### src/rtl/vlseq_pkg.sv
package vlseq_pkg;
    localparam int STEP_W     = 7;
    localparam int SUB_W      = 2;
    localparam int STEP_LIMIT = 64;
    localparam int LEN_LIMIT  = 64;

    typedef struct packed {
        logic [STEP_W-1:0] maxlen;
        logic [STEP_W-1:0] veclen;
        logic [STEP_W-1:0] src_step;
        logic [STEP_W-1:0] dst_step;
        logic [SUB_W-1:0]  src_sub;
        logic [SUB_W-1:0]  dst_sub;
        logic [SUB_W-1:0]  grp;
        logic              vert;
        logic              src_swap;
        logic              dst_swap;
        logic              keep;
    } loop_state_t;

    localparam int STATE_W = $bits(loop_state_t);

    typedef struct packed {
        loop_state_t st;
        logic        fin;
        logic        bad;
    } seq_regs_t;
endpackage

### src/rtl/vlseq_side.sv
// One side (source or destination) of the nested element/subvector loop.
module vlseq_side #(
    parameter int STEP_W = 7,
    parameter int SUB_W  = 2
) (
    input  logic [STEP_W-1:0] elem,
    input  logic [SUB_W-1:0]  sub,
    input  logic [STEP_W-1:0] veclen,
    input  logic [SUB_W-1:0]  grp,
    input  logic              swap,
    output logic [STEP_W-1:0] elem_nx,
    output logic [SUB_W-1:0]  sub_nx,
    output logic              at_end
);
    localparam int WIDE = STEP_W + 1;

    logic elem_last;
    logic sub_last;

    always_comb begin
        elem_last = (veclen == '0) ||
                    ((WIDE'(elem) + WIDE'(1)) >= WIDE'(veclen));
        sub_last  = (sub >= grp);
        at_end    = elem_last && sub_last;
        elem_nx   = elem;
        sub_nx    = sub;
        if (!swap) begin
            if (sub_last) begin
                sub_nx  = '0;
                elem_nx = elem_last ? '0 : elem + STEP_W'(1);
            end else begin
                sub_nx = sub + SUB_W'(1);
            end
        end else begin
            if (elem_last) begin
                elem_nx = '0;
                sub_nx  = sub_last ? '0 : sub + SUB_W'(1);
            end else begin
                elem_nx = elem + STEP_W'(1);
            end
        end
    end
endmodule

### src/rtl/vlseq_legal.sv
// Range check of a whole state word offered on the write port.
module vlseq_legal
    import vlseq_pkg::*;
(
    input  loop_state_t cand,
    output logic        ok
);
    always_comb begin
        ok = (int'(cand.src_step) < STEP_LIMIT) &&
             (int'(cand.dst_step) < STEP_LIMIT) &&
             (int'(cand.veclen)   <= LEN_LIMIT) &&
             (int'(cand.maxlen)   <= LEN_LIMIT);
    end
endmodule

### src/rtl/vlseq_len.sv
// Set-length evaluation: clamp, range check and remap-keep clearing.
module vlseq_len
    import vlseq_pkg::*;
(
    input  loop_state_t       cur,
    input  logic [STEP_W-1:0] imm_max,
    input  logic [STEP_W-1:0] req,
    output loop_state_t       upd,
    output logic              bad
);
    logic [STEP_W-1:0] new_len;

    always_comb begin
        bad     = int'(imm_max) > LEN_LIMIT;
        new_len = (req < imm_max) ? req : imm_max;
        upd     = cur;
        upd.maxlen = imm_max;
        upd.veclen = new_len;
        if ((new_len != cur.veclen) || (imm_max != cur.maxlen))
            upd.keep = 1'b0;
    end
endmodule

### src/rtl/vlseq_top.sv
module vlseq_top
    import vlseq_pkg::*;
(
    input  logic               clk,
    input  logic               rst,
    input  logic               wr_en,
    input  logic [STATE_W-1:0] wr_state,
    input  logic               set_en,
    input  logic [STEP_W-1:0]  set_max,
    input  logic [STEP_W-1:0]  set_req,
    input  logic               issue,
    input  logic               step,
    output logic [STATE_W-1:0] rd_state,
    output logic [STEP_W-1:0]  src_elem,
    output logic [SUB_W-1:0]   src_sub,
    output logic [STEP_W-1:0]  dst_elem,
    output logic [SUB_W-1:0]   dst_sub,
    output logic               loop_end,
    output logic               illegal
);
    localparam int SIDES = 2;

    seq_regs_t   regs_d, regs_q;
    loop_state_t wr_in;
    loop_state_t len_st;
    logic        wr_ok;
    logic        len_bad;
    logic        adv;

    logic [STEP_W-1:0] side_elem    [SIDES];
    logic [SUB_W-1:0]  side_sub     [SIDES];
    logic              side_swap    [SIDES];
    logic [STEP_W-1:0] side_elem_nx [SIDES];
    logic [SUB_W-1:0]  side_sub_nx  [SIDES];
    logic              side_end     [SIDES];

    assign wr_in = loop_state_t'(wr_state);

    vlseq_legal u_legal (
        .cand (wr_in),
        .ok   (wr_ok)
    );

    vlseq_len u_len (
        .cur     (regs_q.st),
        .imm_max (set_max),
        .req     (set_req),
        .upd     (len_st),
        .bad     (len_bad)
    );

    // side 0 = source, side 1 = destination
    assign side_elem[0] = regs_q.st.src_step;
    assign side_sub[0]  = regs_q.st.src_sub;
    assign side_swap[0] = regs_q.st.src_swap;
    assign side_elem[1] = regs_q.st.dst_step;
    assign side_sub[1]  = regs_q.st.dst_sub;
    assign side_swap[1] = regs_q.st.dst_swap;

    for (genvar g = 0; g < SIDES; g++) begin : g_side
        vlseq_side #(
            .STEP_W (STEP_W),
            .SUB_W  (SUB_W)
        ) u_side (
            .elem    (side_elem[g]),
            .sub     (side_sub[g]),
            .veclen  (regs_q.st.veclen),
            .grp     (regs_q.st.grp),
            .swap    (side_swap[g]),
            .elem_nx (side_elem_nx[g]),
            .sub_nx  (side_sub_nx[g]),
            .at_end  (side_end[g])
        );
    end

    always_comb begin
        adv        = regs_q.st.vert ? step : issue;
        regs_d     = regs_q;
        regs_d.fin = 1'b0;
        regs_d.bad = 1'b0;
        if (wr_en) begin
            if (wr_ok) regs_d.st  = wr_in;
            else       regs_d.bad = 1'b1;
        end else if (set_en) begin
            if (len_bad) regs_d.bad = 1'b1;
            else         regs_d.st  = len_st;
        end else if (adv) begin
            if (side_end[0] || (regs_q.st.veclen == '0)) begin
                regs_d.fin         = 1'b1;
                regs_d.st.src_step = '0;
                regs_d.st.dst_step = '0;
                regs_d.st.src_sub  = '0;
                regs_d.st.dst_sub  = '0;
            end else begin
                regs_d.st.src_step = side_elem_nx[0];
                regs_d.st.src_sub  = side_sub_nx[0];
                regs_d.st.dst_step = side_elem_nx[1];
                regs_d.st.dst_sub  = side_sub_nx[1];
            end
        end
    end

    always_ff @(posedge clk) begin
        if (rst) regs_q <= '0;
        else     regs_q <= regs_d;
    end

    assign rd_state = regs_q.st;
    assign src_elem = regs_q.st.src_step;
    assign src_sub  = regs_q.st.src_sub;
    assign dst_elem = regs_q.st.dst_step;
    assign dst_sub  = regs_q.st.dst_sub;
    assign loop_end = regs_q.fin;
    assign illegal  = regs_q.bad;

    // lengths and steps never leave their legal range
    a_r4_in_range: assert property (@(posedge clk) disable iff (rst)
        (int'(regs_q.st.maxlen) <= LEN_LIMIT) && (int'(regs_q.st.veclen) <= LEN_LIMIT) &&
        (int'(regs_q.st.src_step) < STEP_LIMIT) && (int'(regs_q.st.dst_step) < STEP_LIMIT));

    // a rejected command leaves the state word untouched
    a_r4_hold_on_reject: assert property (@(posedge clk) disable iff (rst)
        (!wr_en || !wr_ok) && (wr_en || !set_en || len_bad) && (wr_en || set_en) |=>
        (illegal && $stable(rd_state)));

    // a legal set-length never leaves the length above the maximum
    a_r2_clamped: assert property (@(posedge clk) disable iff (rst)
        (set_en && !wr_en && (int'(set_max) <= LEN_LIMIT)) |=>
        (regs_q.st.veclen <= regs_q.st.maxlen));

    // in vertical mode, no step command means no movement
    a_r7_vert_hold: assert property (@(posedge clk) disable iff (rst)
        (regs_q.st.vert && !step && !wr_en) |=>
        ($stable(src_elem) && $stable(dst_elem) && $stable(src_sub) && $stable(dst_sub)));

    // an advance with an empty vector ends the loop at once
    a_r9_empty_ends: assert property (@(posedge clk) disable iff (rst)
        (!wr_en && !set_en && (regs_q.st.veclen == '0) &&
         (regs_q.st.vert ? step : issue)) |=> loop_end);

    // the end pulse always comes with all steps back at zero
    a_r8_steps_zero: assert property (@(posedge clk) disable iff (rst)
        loop_end |-> (src_elem == '0 && dst_elem == '0 && src_sub == '0 && dst_sub == '0));
endmodule

### config.mk
export PLATFORM = sky130hd
export DESIGN_NAME = vlseq_top
export DESIGN_NICKNAME = d
export VERILOG_FILES = /design/src/rtl/vlseq_pkg.sv /design/src/rtl/vlseq_side.sv /design/src/rtl/vlseq_legal.sv /design/src/rtl/vlseq_len.sv /design/src/rtl/vlseq_top.sv
export SDC_FILE = /design/constraint.sdc
export NUM_CORES = 1
export LEC_CHECK = 0
export BUFFER_PORTS_ARGS = -buffer_cell sky130_fd_sc_hd__buf_2
export CAP_MARGIN = 25
export CORE_ASPECT_RATIO = 1.75
export CORE_MARGIN = 2
export CORE_UTILIZATION = 50
export CTS_CLUSTER_DIAMETER = 100
export DETAILED_ROUTE_END_ITERATION = 8
export GPL_TIMING_DRIVEN = 0
export MAX_ROUTING_LAYER = met4
export PLACE_DENSITY_LB_ADDON = 0.15
export SETUP_SLACK_MARGIN = 0.05
export SYNTH_ARGS = -nofsm -noshare
export SYNTH_HDL_FRONTEND = slang
export SYNTH_SLANG_ARGS = --single-unit
### constraint.sdc
create_clock -name clk -period 3.2 [get_ports clk]
set_clock_uncertainty 0.05 [all_clocks]
set_input_delay 0.48 -clock clk [delete_from_list [all_inputs] [get_ports clk]]
set_output_delay 0.48 -clock clk [all_outputs]
set_load 0.1 [all_outputs]
==> results of run 1 <==
-- what timing repair did --
| item | in CTS | in global routing |
|---|---|---|
| gates resized for setup | 1 | 8 |
| pin swaps | 1 | 3 |
| setup endpoints to repair | 9 | 9 |
| hold endpoints to repair | 0 | 0 |
| setup buffers | 2 | 3 |
-- cell usage in the layout (no fill, tap or decap), types with 8 or more instances in the layout --
cell        n
a211oi_1   12
nor3_1     11
nor2_1     28
a21oi_1    19
o21ai_0    17
mux2i_1    15
clkbuf_1    9
dfxtp_2     8
buf_4      26
nand2_1    27
dfxtp_1    30
xor2_1      8
inv_1      22
xnor2_1    21
ha_1       25
o211ai_1    9
o31ai_1    13
nand3_1    10
buf_2     116
-- worst min-delay path by stage --
stage / end / cells past startpoint
after CTS: rd_state[1] / 3
after global placement: rd_state[0] / 2
final: rd_state[4] / 3
after floorplan: rd_state[2] / 2
after global routing: rd_state[1] / 3
after detailed placement: rd_state[0] / 2
-- per-layer routing --
metal / GRT usage, % / vias up / wire length [um]
met5: - / - / 0
met4: 15.81 / 0 / 418
met3: 3.480 / 28 / 402
met2: 55.80 / 103 / 5570
met1: 27.77 / 1606 / 3646
li1: - / 1656 / -
-- where the power goes --
part / internal (uW) / switching, uW
clock network: 255 / 199
logic: 180 / 452
registers: 520 / 31.8
-- critical path: stages (launching register included) --
cell	delay, ns
dfxtp_4	0.39
ha_2	0.23
nand3_2	0.13
nor2_1	0.16
xor2_1	0.20
ha_1	0.27
nand2_1	0.08
o21ai_0	0.10
a21oi_2	0.22
a21boi_4	0.12
o41ai_4	0.40
buf_6	0.20
a221oi_1	0.06
nor3_1	0.21
-- through the flow --
stage          util [%]  instance area (um^2)  setup TNS (ns)  power [uW]
6_report          65.73                  4063               0        1638
5_1_grt           65.73                  4063               0        1712
4_1_cts           64.70                  3999               0        1619
3_5_place_dp      62.43                  3859         -0.5305        1162
3_3_place_gp      62.43                  3859         -0.4551        1158
2_1_floorplan         -                  3188               0        1013
-- area by class of cell --
cell class	count	area, um^2
fillers	562	2118
multi-input cells	288	2101
flip-flops and latches	40	818.3
repair buffers	119	608.1
plain buffers	35	227.7
well taps	80	100.1
inverters	23	86.33
clock buffers	6	82.58
clock inverters	2	38.79
-- state kept, by name (all words and copies together) (netlist names) --
name,count
rd_state,20
dst_elem,7
src_elem,7
dst_sub,2
src_sub,2
illegal,1
loop_end,1
-- logic make-up after synthesis --
family,share of synthesized area (%)
compound gates,24.39
xor+xnor,8.011
fa+ha+maj,10.26
buf+inv,9.905
flops,25.26
mux,4.735
simple gates,17.44
==> flow_metrics.env, run 1 <==
export IMPL_run_status="finished, final reports clean"
export IMPL_wl_per_cell_um=16.93
export IMPL_drive_gt1_share_pct=34.11
export IMPL_post_place_ws_ns=-0.1279
export IMPL_postSynthCellCount=386
export IMPL_holdCritStartpoint="wr_state[4]"
export IMPL_leakage_uw=0.001940
export IMPL_grt_max_degree=14
export IMPL_area_delta_synth_final_pct=28.14
export IMPL_cts_sinks=40
export IMPL_num_rows=38
export IMPL_cts_tree="yes"
export IMPL_antenna_left=0
export IMPL_crit_type="flop to flop"
export IMPL_drc=0
export IMPL_numCtsBuffers=5
export IMPL_synthArstFlopShare_pct=0
export IMPL_critPathRequiredTime_ns=3.37
export IMPL_clk_insertion_delay_late_ns=0.31
export IMPL_post_route_period_util_pct=91.32
export IMPL_synth_edf_count=0
export IMPL_diodes=0
export IMPL_synth_cell_types=52
export IMPL_critPathLaunchType="flop"
export IMPL_timing_rr_end="dst_elem[3]"
export IMPL_r2r_start="src_elem[0]"
export IMPL_cts_root_buf="clkbuf_8"
export IMPL_vias_per_cell=5.722
export IMPL_endpoint_kind="flop"
export IMPL_ys_flop_type="dfxtp_1"
export IMPL_antenna_found_initial=0
export IMPL_yosysTopAreaCell="dfxtp_1"
export IMPL_grt_first_pass_wirelength_mm=15.44
export IMPL_maxCapViolCount=0
export IMPL_worst_pin_slew_ns=0.7257
export IMPL_layoutNonFillerInstCount=593
export IMPL_gp_congestion=0.9489
export IMPL_initial_core_util_pct=51.30
export IMPL_hold_class="input port to flop"
export IMPL_clk_pin_slew_worst_paths_ns=0.08
export IMPL_mappedNetlistArea_mm2=0.003171
export IMPL_relSlewSlack_pct=51.62
export IMPL_fin_crit_ns=2.922
export IMPL_syn_avg_cell_area_um2=8.214
export IMPL_clock_path_buffers=2
export IMPL_vias=3393
export IMPL_synth_common_cells="40 x dfxtp_1, 29 x nor2_1, 27 x nand2_1, 26 x ha_1, 22 x inv_1"
export IMPL_slew_viol_final=0
export IMPL_setup_viol=0
export IMPL_drt_pass1_iter_count=4
export IMPL_synth_top_area_share_pct=25.26
export IMPL_ir_drop_mv=0.3048
export IMPL_num_io_pins=116
export IMPL_p_per_area_mw_per_mm2=403.3
export IMPL_dieArea_mm2=0.007019
export IMPL_synth_fp_nets=470
export IMPL_hold_viol_final=0
export IMPL_grt_pass1_vias=3282
export IMPL_grt_usage_pct=29.11
export IMPL_ys_top_cells_by_area="dfxtp_1 25%, ha_1 10%, xnor2_1 5.8%"
export IMPL_whs_ns=0.3532
export IMPL_regToRegSetupSlack_ns=0.28
export IMPL_synth_seq_cells=40
export IMPL_synth_most_common_cell="dfxtp_1"
export IMPL_nets=596
export IMPL_rsz0062_at_grt="false"
export IMPL_crit_start="src_elem[0]"
export IMPL_yosysSeqAreaShare_pct=25.26
export IMPL_reg2reg_depth=13
export IMPL_yosysWarnings=0
export IMPL_dp_cells=580
export IMPL_drt_iter0_markers=218
export IMPL_die_w_um=64.20
export IMPL_worstPathArrival_ns=3.09
export IMPL_htreeDepth=2
export IMPL_dp_final_hpwl_mm=8.005
export IMPL_setup_ws_ns=0.2777
export IMPL_worstPathMaxFanout=10
export IMPL_fmax_ghz=0.3422
export IMPL_globalRouteOverflowTotal=0
export IMPL_wl_mm=10.04
export IMPL_die_h_um=109.3
export IMPL_core_mm2=0.006181
export IMPL_portBuffers=114
export IMPL_critPathCapture="dst_elem[3]"
export IMPL_holdBufCountCts=0
Note: power is estimated with default switching activity, not from simulation.
==> inputs of run 2 (changes only) <==
--- a/config.mk
+++ b/config.mk
@@ -7,9 +7,11 @@
 export LEC_CHECK = 0
 export BUFFER_PORTS_ARGS = -buffer_cell sky130_fd_sc_hd__buf_2
 export CAP_MARGIN = 25
+export CELL_PAD_IN_SITES_DETAIL_PLACEMENT = 2
+export CELL_PAD_IN_SITES_GLOBAL_PLACEMENT = 2
 export CORE_ASPECT_RATIO = 1.75
 export CORE_MARGIN = 2
-export CORE_UTILIZATION = 50
+export CORE_UTILIZATION = 28
 export CTS_CLUSTER_DIAMETER = 100
 export DETAILED_ROUTE_END_ITERATION = 8
 export GPL_TIMING_DRIVEN = 0
==> run 2 against run 1 <==
  * Combinational power is 3.2% higher
  * Die area is 74% higher
  * Count of clock-buffer cells in the layout is 1 higher
  * Core utilization is 28 points lower
  * Critical path depth stayed put
  * Setup slack worse by 0.081 ns
  * Register-to-register slack worse by 0.08 ns
  * Sequential power hardly changed
  * Worst hold slack better by 0.022 ns
  * Routed wire length is 28% higher
  * Critical path type unchanged
  * Largest cell class unchanged
  * Largest power group unchanged
==> flow_metrics.env, run 2 (same netlist as run 1, synthesis figures left out) <==
export IMPL_setup_ws_ns=0.1968
export IMPL_grt_pass1_vias=3726
export IMPL_dieArea_mm2=0.01222
export IMPL_critPathLaunchType="flop"
export IMPL_num_io_pins=116
export IMPL_core_mm2=0.01110
export IMPL_worstPathArrival_ns=3.15
export IMPL_rsz0062_at_grt="false"
export IMPL_slew_viol_final=0
export IMPL_maxCapViolCount=0
export IMPL_post_place_ws_ns=-0.4362
export IMPL_p_per_area_mw_per_mm2=416.5
export IMPL_whs_ns=0.3753
export IMPL_globalRouteOverflowTotal=0
export IMPL_wl_mm=12.82
export IMPL_antenna_found_initial=0
export IMPL_largest_register_ffs=20
export IMPL_vias_per_cell=5.379
export IMPL_fin_crit_ns=3.003
export IMPL_num_rows=51
export IMPL_place_area_mm2=0.003924
export IMPL_grt_first_pass_wirelength_mm=19.85
export IMPL_clock_path_buffers=2
export IMPL_finalInstanceArea_mm2=0.004158
export IMPL_area_delta_synth_final_pct=31.14
export IMPL_drt_pass1_iter_count=4
export IMPL_post_route_period_util_pct=93.85
export IMPL_ir_drop_mv=0.2088
export IMPL_worstPathMaxFanout=8
export IMPL_nets=595
export IMPL_worst_pin_slew_ns=0.7505
export IMPL_drive_gt1_share_pct=34.18
export IMPL_diodes=0
export IMPL_crit_type="flop to flop"
export IMPL_clk_insertion_delay_late_ns=0.29
export IMPL_vias=3464
export IMPL_cts_root_buf="clkbuf_16"
export IMPL_numCtsBuffers=5
export IMPL_final_cell_mix="116 x buf_2, 30 x dfxtp_1, 27 x nand2_1, 27 x nor2_1"
export IMPL_leakage_uw=0.001947
export IMPL_die_h_um=144.8
export IMPL_setup_viol=0
export IMPL_portBuffers=114
export IMPL_regArea_um2=818.3
export IMPL_hold_viol_final=0
export IMPL_initial_core_util_pct=28.56
export IMPL_critPathRequiredTime_ns=3.34
export IMPL_fmax_ghz=0.3330
export IMPL_htreeDepth=2
export IMPL_dp_final_hpwl_mm=10.52
export IMPL_wl_per_cell_um=19.90
export IMPL_die_w_um=84.44
export IMPL_fill_cells=1351
export IMPL_cts_sinks=40
export IMPL_hold_class="input port to flop"
export IMPL_run_status="finished, final reports clean"
export IMPL_drc=0
export IMPL_gp_congestion=0.8797
export IMPL_endpoint_kind="flop"
export IMPL_grt_usage_pct=21.58
export IMPL_multi_input_area_mm2=0.002111
export IMPL_drt_iter0_markers=70
export IMPL_tns_ns=0
export IMPL_clk_pin_slew_worst_paths_ns=0.07
export IMPL_relSlewSlack_pct=49.97
export IMPL_final_common_cell="buf_2"
export IMPL_antenna_left=0
export IMPL_cts_tree="yes"
export IMPL_grt_max_degree=13
==> run 2: changes by cell type in the layout (fill, tap and decap cells not counted), sizes merged <==
cell    before  now
bufinv       1    0
clkbuf      15   16
buf        145  144
inv         22   23
clkinv       2    1
==> run 2: path summary, 6_finish.rpt <==
check	start	end	cells past startpoint	slack, ns
max	src_elem[0]	dst_elem[0]	13	0.20
min	wr_state[3]	rd_state[3]	3	0.38
max reg2reg	src_elem[0]	dst_elem[0]	13	0.20
min reg2reg	rd_state[0]	rd_state[0]	2	0.42
==> run 2: metal layers <==
layer	GRT usage, %	routed length, um	vias up
met4	8.939	498	0
met3	2.439	401	30
met1	19.29	4332	1692
li1	-	-	1654
met2	44.74	7585	88
met5	-	0	-
==> run 2: through the flow <==
stage	power (uW)	util (%)	instances
final	1732	37.45	644
after global routing	1818	37.45	644
after CTS	1745	37.12	643
after detailed placement	1193	35.34	632
after global placement	1177	35.34	632
after floorplan	1013	-	386
==> run 2: cell type report <==
type | instances | share of cell area, %
sequential | 40 | 19.68
clock inverter | 1 | 0.1505
timing repair buffer | 118 | 14.44
buffer | 35 | 5.477
inverter | 23 | 2.076
multi-input combinational | 288 | 50.77
tap | 132 | 3.972
clock buffer | 7 | 3.431
==> run 2: worst max-delay path, cell delays in order (launching register included) <==
cell	delay [ns]
dfxtp_4	0.39
ha_2	0.24
nand3_2	0.16
nor2_2	0.15
xor2_1	0.20
ha_1	0.27
nand2_1	0.09
o21ai_0	0.10
a21oi_2	0.22
a21boi_4	0.13
o41ai_4	0.42
buf_4	0.20
a221oi_1	0.05
a211oi_1	0.24
==> run 2: where the power goes <==
group / switching, uW / internal, uW
Sequential: 32.6 / 521
Combinational: 472 / 179
Clock: 215 / 312
Total: 720 / 1010
==> run 2: what timing repair did <==
item,4_1_cts,5_1_grt
buffers inserted,3,1
resized for setup,6,5
pin swaps,2,4
setup endpoints to repair,9,7
hold buffers,0,0
endpoints found under the hold margin,0,0
==> inputs of run 3 (changes only) <==
--- a/config.mk
+++ b/config.mk
@@ -14,9 +14,9 @@
 export CORE_UTILIZATION = 28
 export CTS_CLUSTER_DIAMETER = 100
 export DETAILED_ROUTE_END_ITERATION = 8
-export GPL_TIMING_DRIVEN = 0
 export MAX_ROUTING_LAYER = met4
 export PLACE_DENSITY_LB_ADDON = 0.15
+export RECOVER_POWER = 100
 export SETUP_SLACK_MARGIN = 0.05
 export SYNTH_ARGS = -nofsm -noshare
 export SYNTH_HDL_FRONTEND = slang
==> run 3 against run 2 <==
  * Largest cell class unchanged
  * Core utilization down 2.0 points
  * Highest routed layer unchanged
  * Fmax grew 0.71%
  * Design area decreased by 5.4%
  * Via count shrank 3.5%
  * Non-clock buffer count down 23
==> flow_metrics.env, run 3 (same netlist as run 1, synthesis figures left out) <==
export IMPL_run_status="finished, final reports clean"
export IMPL_initial_core_util_pct=28.56
export IMPL_portBuffers=115
export IMPL_die_h_um=144.8
export IMPL_antenna_left=0
export IMPL_clock_path_buffers=2
export IMPL_regToRegSetupSlack_ns=0.22
export IMPL_maxCapViolCount=0
export IMPL_leakage_uw=0.001591
export IMPL_met1_length_mm=4.237
export IMPL_drt_iter0_markers=40
export IMPL_area_delta_synth_final_pct=23.99
export IMPL_slew_viol_final=0
export IMPL_worst_path_buf_inv=2
export IMPL_ir_drop_mv=0.2609
export IMPL_globalRouteOverflowTotal=0
export IMPL_fmax_ghz=0.3354
export IMPL_clk_insertion_delay_late_ns=0.29
export IMPL_cts_tree="yes"
export IMPL_grt_max_degree=40
export IMPL_grt_usage_pct=20.10
export IMPL_critPathCapture="dst_elem[5]"
export IMPL_relSlewSlack_pct=20.93
export IMPL_worstPathMaxFanout=8
export IMPL_dieArea_mm2=0.01222
export IMPL_cp_top_family="compound AO/OA/AOI/OAI gates"
export IMPL_maxUsedRoutingLayer="met4"
export IMPL_cp_num_cells=14
export IMPL_clk_pin_slew_worst_paths_ns=0.06
export IMPL_post_route_period_util_pct=93.19
export IMPL_nets=572
export IMPL_core_mm2=0.01110
export IMPL_timing_rr_end="dst_elem[5]"
export IMPL_final_util_pct=35.41
export IMPL_tns_ns=0
export IMPL_largest_register_ffs=20
export IMPL_drc=0
export IMPL_gp_congestion=0.8512
export IMPL_critPathSlowestCell="o41ai_4"
export IMPL_fin_crit_ns=2.982
export IMPL_final_common_cell="clkbuf_1"
export IMPL_num_io_pins=116
export IMPL_rsz0062_at_grt="false"
export IMPL_vias_per_cell=5.385
export IMPL_final_cell_mix="59 x clkbuf_1, 57 x buf_2, 30 x dfxtp_1"
export IMPL_hold_class="input port to flop"
export IMPL_crit_start="src_elem[0]"
export IMPL_grt_pass1_vias=3620
export IMPL_die_w_um=84.44
export IMPL_drive_gt1_share_pct=20.45
export IMPL_dp_final_hpwl_mm=9.768
export IMPL_vias=3344
export IMPL_wl_per_cell_um=19.31
export IMPL_met2_length_mm=7.149
export IMPL_whs_ns=0.3810
export IMPL_slowest_delay_ns=0.42
export IMPL_p_per_area_mw_per_mm2=449.6
export IMPL_worstPathArrival_ns=3.12
export IMPL_r2r_start="src_elem[0]"
export IMPL_critPathLaunchType="flop"
export IMPL_cts_sinks=40
export IMPL_setup_viol=0
export IMPL_dr_wl_met3_um=346
export IMPL_cts_root_buf="clkbuf_16"
export IMPL_critPathRequiredTime_ns=3.34
export IMPL_wl_mm=11.99
export IMPL_hold_viol_final=0
export IMPL_layoutNonFillerInstCount=621
export IMPL_htreeDepth=2
export IMPL_numCtsBuffers=5
export IMPL_p_total_uw=1768
export IMPL_diodes=0
export IMPL_antenna_found_initial=0
export IMPL_reg2reg_depth=14
export IMPL_crit_chain="ha_4 > nand3_2 > nor2_1 > xor2_1 > ha_1 > nand2_1 > o21ai_0 > a21oi_2 > a21boi_4 > o41ai_4 > buf_6 > buf_4 > a21oi_1 > o32ai_1"
export IMPL_drt_pass1_iter_count=4
export IMPL_dp_cells=607
export IMPL_crit_type="flop to flop"
export IMPL_endpoint_kind="flop"
export IMPL_worst_pin_slew_ns=1.191
export IMPL_num_rows=51
export IMPL_grt_first_pass_wirelength_mm=18.77
export IMPL_fill_cells=1379
[run 3: cell types whose count changed in the layout (fill, tap and decap cells not counted), sizes merged]
cell,delta
buf,-75
clkbuf,+50
bufinv,+1
clkinv,+1
[run 3: power by group]
part / internal, uW / total (uW) / switching [uW]
Combinational: 167 / 623 / 456
Clock: 367 / 588 / 220
Sequential: 521 / 556 / 35.6
[run 3: per-layer routing]
metal	vias up	global-route usage, %
met1	1639	18.78
met3	14	2.099
met2	76	41.73
li1	1615	-
met4	0	6.516
met5	-	-
[run 3: worst min-delay path, cell delays in order]
cell,delay (ns)
buf_2,0.07
mux2i_1,0.06
nor2_1,0.08
[run 3: final cells by class]
type                       instances  area [um^2]  area share [%]
clock buffer                       5        125.1           3.183
clock inverter                     3        41.29           1.050
inverter                          23        86.33           2.196
multi-input combinational        288         2082           52.96
sequential                        40        818.3           20.81
tap                              132        165.2           4.201
timing repair buffer             130        613.1           15.60
[run 3: worst min path at each step]
| stage | end | startpoint | cells past startpoint | slack [ns] |
|---|---|---|---|---|
| 2_1_floorplan | rd_state[2] | rd_state[2] | 2 | 0.48 |
| 3_3_place_gp | rd_state[0] | rd_state[0] | 2 | 0.40 |
| 3_5_place_dp | rd_state[0] | rd_state[0] | 2 | 0.41 |
| 4_1_cts | rd_state[3] | wr_state[3] | 3 | 0.38 |
| 5_1_grt | rd_state[5] | wr_state[5] | 3 | 0.41 |
| 6_report | rd_state[3] | wr_state[3] | 3 | 0.38 |
[run 3: metrics by stage]
step           setup WS, ns  cell area, um^2
5_1_grt             0.02679             3931
2_1_floorplan       0.09987             3188
3_5_place_dp        -0.1340             3772
3_3_place_gp       -0.03259             3772
4_1_cts             0.03397             3960
6_report             0.2181             3931
[run 3: repair_timing]
action                                  4_1_cts  5_1_grt
hold buffers                                  0        0
buffers inserted                              0        5
endpoints found under the hold margin         0        0
gates cloned                                  0        1
pin swaps                                     0        3
resized for setup                             4        7
endpoints found under the setup margin        9        9
